===== config.mk =====
export PLATFORM = sky130hd
export DESIGN_NAME = entry_aging_engine
export DESIGN_NICKNAME = d
export VERILOG_FILES = /design/src/rtl/eae_pkg.sv /design/src/rtl/eae_timebase.sv /design/src/rtl/eae_event_fifo.sv /design/src/rtl/eae_table.sv /design/src/rtl/eae_walker.sv /design/src/rtl/entry_aging_engine.sv
export SDC_FILE = /design/constraint.sdc
export NUM_CORES = 2
export LEC_CHECK = 0
export BUFFER_PORTS_ARGS = -buffer_cell sky130_fd_sc_hd__buf_2
export CAP_MARGIN = 10
export CELL_PAD_IN_SITES_DETAIL_PLACEMENT = 1
export CELL_PAD_IN_SITES_GLOBAL_PLACEMENT = 1
export CORE_MARGIN = 2
export CORE_UTILIZATION = 51
export DETAILED_ROUTE_END_ITERATION = 7
export PLACE_DENSITY = 0.83
export SLEW_MARGIN = 20
export SYNTH_ARGS = -nofsm -noshare
export SYNTH_HDL_FRONTEND = slang
export SYNTH_SLANG_ARGS = --single-unit

===== constraint.sdc =====
create_clock -name clk -period 21.8 [get_ports clk]
set_clock_uncertainty 0.1 [all_clocks]
set_input_delay 0 -clock clk [delete_from_list [all_inputs] [get_ports clk]]
set_output_delay 0 -clock clk [all_outputs]
set_load 0.02 [all_outputs]

===== src/rtl/eae_pkg.sv =====
package eae_pkg;
   localparam int TIME_W = 9;
   typedef logic [TIME_W-1:0] stamp_t;
   typedef enum logic {OP_HIT = 1'b0, OP_LEARN = 1'b1} port_op_e;
endpackage


===== src/rtl/eae_timebase.sv =====
module eae_timebase
   import eae_pkg::*;
#(
   parameter int TICK_DIV = 256
) (
   input  logic   clk,
   input  logic   rst_n,
   output logic   tick,
   output stamp_t now
);
   localparam int PW = (TICK_DIV > 1) ? $clog2(TICK_DIV) : 1;

   if (TICK_DIV < 1) begin : g_bad_div
      $error("TICK_DIV must be at least 1");
   end

   generate
      if (TICK_DIV == 1) begin : g_nodiv
         assign tick = 1'b1;
      end else begin : g_div
         logic [PW-1:0] pre_q;
         assign tick = (pre_q == PW'(TICK_DIV - 1));
         always_ff @(posedge clk) begin
            if (!rst_n)    pre_q <= '0;
            else if (tick) pre_q <= '0;
            else           pre_q <= pre_q + 1'b1;
         end
      end
   endgenerate

   always_ff @(posedge clk) begin
      if (!rst_n)    now <= '0;
      else if (tick) now <= now + 1'b1;
   end
endmodule


===== src/rtl/eae_event_fifo.sv =====
module eae_event_fifo #(
   parameter int DEPTH = 16,
   parameter int DW    = 6
) (
   input  logic          clk,
   input  logic          rst_n,
   input  logic          push,
   input  logic [DW-1:0] din,
   input  logic          rd,
   output logic [DW-1:0] dout,
   output logic          dvalid,
   output logic          ovf
);
   localparam int AW = $clog2(DEPTH);

   if (DEPTH < 2 || (1 << AW) != DEPTH) begin : g_bad_depth
      $error("DEPTH must be a power of two of at least 2");
   end

   logic [DW-1:0] mem_q [DEPTH];
   logic [AW-1:0] wp_q, rp_q;
   logic [AW:0]   cnt_q;
   logic          full, pop, push_ok;

   assign full    = (cnt_q == (AW+1)'(DEPTH));
   assign pop     = rd && (cnt_q != '0);
   assign push_ok = push && !full;

   always_ff @(posedge clk) begin
      if (push_ok) mem_q[wp_q] <= din;
   end

   always_ff @(posedge clk) begin
      if (!rst_n) begin
         wp_q   <= '0;
         rp_q   <= '0;
         cnt_q  <= '0;
         dout   <= '0;
         dvalid <= 1'b0;
         ovf    <= 1'b0;
      end else begin
         dvalid <= pop;
         if (pop) begin
            dout <= mem_q[rp_q];
            rp_q <= rp_q + 1'b1;
         end
         if (push_ok) wp_q <= wp_q + 1'b1;
         if (push && full) ovf <= 1'b1;
         cnt_q <= cnt_q + (AW+1)'(push_ok) - (AW+1)'(pop);
      end
   end
endmodule


===== src/rtl/eae_table.sv =====
module eae_table
   import eae_pkg::*;
#(
   parameter int ENTRIES = 64,
   parameter int IW      = 6
) (
   input  logic          clk,
   input  logic          rst_n,
   input  stamp_t        now,
   input  logic          wr_en,
   input  port_op_e      wr_op,
   input  logic          wr_static,
   input  logic [IW-1:0] wr_idx,
   input  logic          clr_en,
   input  logic [IW-1:0] chk_idx,
   output logic          chk_valid,
   output logic          chk_static,
   output stamp_t        chk_stamp,
   input  logic [IW-1:0] qry_idx,
   output logic          qry_valid,
   output logic          qry_static,
   output stamp_t        qry_stamp
);
   logic [ENTRIES-1:0] valid_q, stat_q;
   stamp_t             stamp_q [ENTRIES];

   always_ff @(posedge clk) begin
      if (!rst_n) begin
         valid_q <= '0;
         stat_q  <= '0;
         for (int e = 0; e < ENTRIES; e++) stamp_q[e] <= '0;
      end else begin
         if (clr_en) valid_q[chk_idx] <= 1'b0;
         if (wr_en) begin
            if (wr_op == OP_LEARN) begin
               valid_q[wr_idx] <= 1'b1;
               stat_q[wr_idx]  <= wr_static;
               stamp_q[wr_idx] <= now;
            end else if (valid_q[wr_idx]) begin
               stamp_q[wr_idx] <= now;
            end
         end
      end
   end

   assign chk_valid  = valid_q[chk_idx];
   assign chk_static = stat_q[chk_idx];
   assign chk_stamp  = stamp_q[chk_idx];
   assign qry_valid  = valid_q[qry_idx];
   assign qry_static = stat_q[qry_idx];
   assign qry_stamp  = stamp_q[qry_idx];
endmodule


===== src/rtl/eae_walker.sv =====
module eae_walker
   import eae_pkg::*;
#(
   parameter int ENTRIES = 64,
   parameter int IW      = 6
) (
   input  logic          clk,
   input  logic          rst_n,
   input  logic          tick,
   input  logic          auto_en,
   input  logic          auto_hi,
   input  logic          cmd,
   input  logic          port_req,
   input  stamp_t        now,
   input  stamp_t        thr,
   input  logic          chk_valid,
   input  logic          chk_static,
   input  stamp_t        chk_stamp,
   output logic          busy,
   output logic [IW-1:0] ptr,
   output logic          port_gnt,
   output logic          kill
);
   logic   start, step;
   stamp_t age;

   assign port_gnt = port_req && !(busy && auto_hi);
   assign step     = busy && (auto_hi || !port_req);
   assign age      = now - chk_stamp;
   assign kill     = step && chk_valid && !chk_static && (age > thr);
   assign start    = !busy && ((tick && auto_en) || cmd);

   always_ff @(posedge clk) begin
      if (!rst_n) begin
         busy <= 1'b0;
         ptr  <= '0;
      end else if (start) begin
         busy <= 1'b1;
         ptr  <= '0;
      end else if (step) begin
         ptr <= ptr + 1'b1;
         if (ptr == IW'(ENTRIES - 1)) busy <= 1'b0;
      end
   end
endmodule


===== src/rtl/entry_aging_engine.sv =====
module entry_aging_engine
   import eae_pkg::*;
#(
   parameter int ENTRIES  = 64,
   parameter int TICK_DIV = 256,
   parameter int QDEPTH   = 16,
   parameter int IDX_W    = $clog2(ENTRIES)
) (
   input  logic             clk,
   input  logic             rst_n,
   input  logic             cfg_auto_en,
   input  logic             cfg_auto_hi,
   input  logic [8:0]       cfg_threshold,
   input  logic             cmd_age,
   input  logic             port_req,
   input  logic             port_learn,
   input  logic             port_static,
   input  logic [IDX_W-1:0] port_idx,
   output logic             port_gnt,
   input  logic [IDX_W-1:0] qry_idx,
   output logic             qry_valid,
   output logic             qry_static,
   output logic [8:0]       qry_stamp,
   output logic [8:0]       cur_time,
   output logic             age_busy,
   input  logic             lrn_rd,
   output logic [IDX_W-1:0] lrn_rdata,
   output logic             lrn_rvalid,
   output logic             lrn_ovf,
   input  logic             aged_rd,
   output logic [IDX_W-1:0] aged_rdata,
   output logic             aged_rvalid,
   output logic             aged_ovf
);
   if (ENTRIES < 2 || IDX_W < $clog2(ENTRIES)) begin : g_bad_entries
      $error("ENTRIES must be at least 2 and fit in IDX_W");
   end

   logic             tick, age_kill, chk_valid, chk_static;
   stamp_t           now, chk_stamp, qstamp;
   logic [IDX_W-1:0] walk_ptr;
   port_op_e         op;

   assign op        = port_learn ? OP_LEARN : OP_HIT;
   assign cur_time  = now;
   assign qry_stamp = qstamp;

   eae_timebase #(.TICK_DIV(TICK_DIV)) u_time (
      .clk(clk), .rst_n(rst_n), .tick(tick), .now(now)
   );

   eae_walker #(.ENTRIES(ENTRIES), .IW(IDX_W)) u_walk (
      .clk(clk), .rst_n(rst_n), .tick(tick), .auto_en(cfg_auto_en),
      .auto_hi(cfg_auto_hi), .cmd(cmd_age), .port_req(port_req),
      .now(now), .thr(cfg_threshold), .chk_valid(chk_valid),
      .chk_static(chk_static), .chk_stamp(chk_stamp), .busy(age_busy),
      .ptr(walk_ptr), .port_gnt(port_gnt), .kill(age_kill)
   );

   eae_table #(.ENTRIES(ENTRIES), .IW(IDX_W)) u_tab (
      .clk(clk), .rst_n(rst_n), .now(now), .wr_en(port_gnt), .wr_op(op),
      .wr_static(port_static), .wr_idx(port_idx), .clr_en(age_kill),
      .chk_idx(walk_ptr), .chk_valid(chk_valid), .chk_static(chk_static),
      .chk_stamp(chk_stamp), .qry_idx(qry_idx), .qry_valid(qry_valid),
      .qry_static(qry_static), .qry_stamp(qstamp)
   );

   eae_event_fifo #(.DEPTH(QDEPTH), .DW(IDX_W)) u_lrnq (
      .clk(clk), .rst_n(rst_n), .push(port_gnt && port_learn), .din(port_idx),
      .rd(lrn_rd), .dout(lrn_rdata), .dvalid(lrn_rvalid), .ovf(lrn_ovf)
   );

   eae_event_fifo #(.DEPTH(QDEPTH), .DW(IDX_W)) u_agedq (
      .clk(clk), .rst_n(rst_n), .push(age_kill), .din(walk_ptr),
      .rd(aged_rd), .dout(aged_rdata), .dvalid(aged_rvalid), .ovf(aged_ovf)
   );
endmodule



==> results.yml <==
worst_setup_path:
  cp.required_ps: 22250
  cp.arrival_ps: 9960
  r2r-end: "u_agedq.cnt_q[4]"
  rr_worst_depth: 29
  ff2ff_setup_slack_ps: 12290
  cpPeakStageDelay_ps: 860
  end_kind: "register"
  crit_path_start_kind: "register"
  critPathKind: "reg2reg"
  cp_max_fo: 45
  crit_path_top_delay_cell: "buf_4"
placed_design:
  place_hpwl_mm: 111
  io_buffer_count: 68
  pre_cts_slack_ps: 12380
  place.gp.congestion: 0.918
  placed_area_um2: 49900
clock_network:
  numCtsBuffers: 103
  clk-insertion-delay-late_ps: 730
  h-tree-depth: 3
  post_cts_resized: 0
  cts_buffer_depth: 3
  cts_tree: "built"
  cts.sinks: 968
  holdBufCountCts: 15
  clkTransAtPathRegs_ps: 70
  cts-root-buf: "clkbuf_16"
  cts_setup_buffers: 0
sta:
  setup_viol: 0
  tightest_slew_ps: 1230
  rsz0062_at_grt: "false"
  worst_slack_ps: 12290
  hold_viol_final: 0
  finalCritPeriodShare_pct: 43.6
  fmax_ghz: 0.105
  maxSlewViolCount: 0
  maxSlewHeadroom_pct: 17.8
  finalSetupTns_ps: 0
  min_period_ps: 9510
run_status:
  status: "finished clean"
power_and_ir_drop:
  p_leak_nw: 17.6
  pwr-share-clk_pct: 40.7
  comb_power_share_pct: 11.6
  p_int_w: 0.00330
  seq_power_share_pct: 47.7
  vdd_drop_max_mv: 0.0845
  swShare_pct: 25.8
  switchingPower_w: 0.00115
  powerDensity_nw_per_um2: 83.0
synthesis:
  ys_warn_count: 0
  synthAdderAreaFrac_pct: 1.26
  ys_top_cells_by_area: "edfxtp_1 48%, mux4_2 23%, dfxtp_1 8.3%"
  synthArstFlopShare_pct: 0
  synth_common_cells: "768 x edfxtp_1, 739 x nor2_1, 500 x mux4_2, 214 x nand2_1, 200 x dfxtp_1"
  synth_top_family_by_area: "multiplexers"
  postSynthAreaPerCell_um2: 14.1
  synth_area_um2: 48400
  ys_types: 65
  synth_simple_gate_area_share_pct: 9.50
  synth-xor-area-share_pct: 0.760
  synth_top_cell_by_area: "edfxtp_1"
  synth-compound-area-share_pct: 4.20
  synth_edf_count: 768
  synth_cells: 3437
  syn_nets: 3515
  ys_ff_latch: 968
  ys_seq_area_share_pct: 55.9
  ys.flop_type: "edfxtp_1"
  synth.mux.area_fraction_pct: 25.3
  yosysMostFrequentCell: "edfxtp_1"
  netlist.area_leader.share_pct: 47.6
worst_hold_path:
  hp-class: "in2reg"
  holdPathStages: 2
  min_to: "u_tab.stamp_q[21][6]"
  hp-start: "rst_n"
grt:
  grt_pass1_vias: 35294
  busiest_layer: "met2"
  grt_first_pass_wirelength_mm: 246
  use_met3_pct: 9.22
  grtUsageTotal_pct: 34.8
  grtUsageMet1_pct: 44.9
  antenna_found_initial: 7
  use_met2_pct: 53.7
  grt_max_degree: 89
  globalRouteOverflowTotal: 0
final_layout:
  stdcell_area_um2: 53500
  drive_gt1_share_pct: 25.9
  area_growth_pct: 10.5
  final_nets: 3496
  fin_util_pct: 56.6
floorplan:
  core_um2: 94600
  die_width_um: 312
  die_y_um: 312
  initial_core_util_pct: 51.2
  die_area_um2: 97400
  rows: 113
  ioPinCount: 69
route:
  vias_per_cell: 7.18
  drt_iter0_drc: 5408
  post_drt_wl_per_cell_um: 35.5
  drc: 0
  dr.pass1.iters: 5
  vias: 34259
  antenna_left: 0
  routed_wl_mm: 170
job:
  cap_violations: 0
-- power by group through the flow --
stage / registers, W / clock network (W) / logic (W)
floorplan: 0.00211 / 0 / 0.000363
global placement: 0.00215 / 0 / 0.000482
detailed placement: 0.00216 / 0 / 0.000502
CTS: 0.00212 / 0.00181 / 0.000510
global route: 0.00213 / 0.00188 / 0.000543
finish: 0.00212 / 0.00181 / 0.000517
-- flip-flops by register name, summed over array words and instances (netlist names), 4 cells and up, named ones only --
name	count
u_agedq.cnt_q	5
u_agedq.dout	6
u_agedq.mem_q	96
u_agedq.rp_q	4
u_agedq.wp_q	4
u_lrnq.cnt_q	5
u_lrnq.dout	6
u_lrnq.mem_q	96
u_lrnq.rp_q	4
u_lrnq.wp_q	4
u_tab.stamp_q	576
u_tab.stat_q	64
u_tab.valid_q	64
u_time.g_div.pre_q	8
u_time.now	9
u_walk.ptr	6
-- stage by stage --
stage               hold WS [ps]  cells  power, W
floorplan                  -1.13   3437   0.00248
global route                63.4   4772   0.00455
detailed placement           198   4563   0.00266
CTS                         14.3   4772   0.00444
finish                      75.7   4774   0.00444
global placement             177   4563   0.00263
-- worst max-delay path: cells and delay by family, from the launching register on --
kind	cells	cell delay, ps
muxes	3	1650
buffers and inverters	7	2930
xor gates and xnor gates	1	150
adders and majority gates	4	1210
DFF	1	700
AOI/OAI and AO/OA	9	1620
and+or+nand+nor	5	890
-- worst max-delay path by stage --
stage	slack, ps	startpoint	to
2_1_floorplan	14870	register	u_agedq.cnt_q[4]
3_3_place_gp	12710	register	u_agedq.cnt_q[4]
3_5_place_dp	12380	register	u_agedq.cnt_q[4]
4_1_cts	12280	register	u_agedq.cnt_q[4]
5_1_grt	11580	register	u_agedq.cnt_q[4]
6_report	12290	register	u_agedq.cnt_q[4]
-- metal layers --
metal  vias to the layer above  part of all wire (%)
met4                         8                   6.7
li1                      13159                     -
met3                       679                    13
met1                     17585                    34
met5                         -                 0.025
met2                      2828                    46
-- cells by family after synthesis --
family	count (synthesis)
DFF	968
and+or+nand+nor	1113
buffers and inverters	346
xor gates and xnor gates	42
muxes	591
adders and majority gates	47
AOI/OAI and AO/OA	330
-- area by class of cell --
class | count | area [um^2]
diodes | 2 | 5.00
repair buffers | 171 | 1170
flip-flops and latches | 968 | 27100
multi-input cells | 2123 | 20100
clock buffers | 121 | 2700
fillers | 8942 | 41100
well taps | 1265 | 1580
clock inverters | 73 | 694
inverters | 51 | 196
-- cells in the final DEF, fill, tap and decap left out, drive strengths merged, types with 5 or more instances in the layout --
cell type,n
a21o,11
a21oi,102
a221oi,7
a22o,5
a311oi,37
a31oi,17
and2,14
and3,33
and3b,5
and4,5
buf,155
bufinv,11
clkbuf,122
clkinv,51
clkinvlp,6
dfxtp,200
dlygate4sd3,15
edfxtp,768
ha,44
inv,56
mux2,10
mux2i,76
mux4,505
nand2,214
nand2b,11
nand3,26
nand3b,7
nand4,6
nor2,739
nor2b,12
nor3,10
nor3b,9
o21ai,117
o22ai,5
or3,12
xnor2,16
xor2,26
Power figures use the tool's default switching activity.
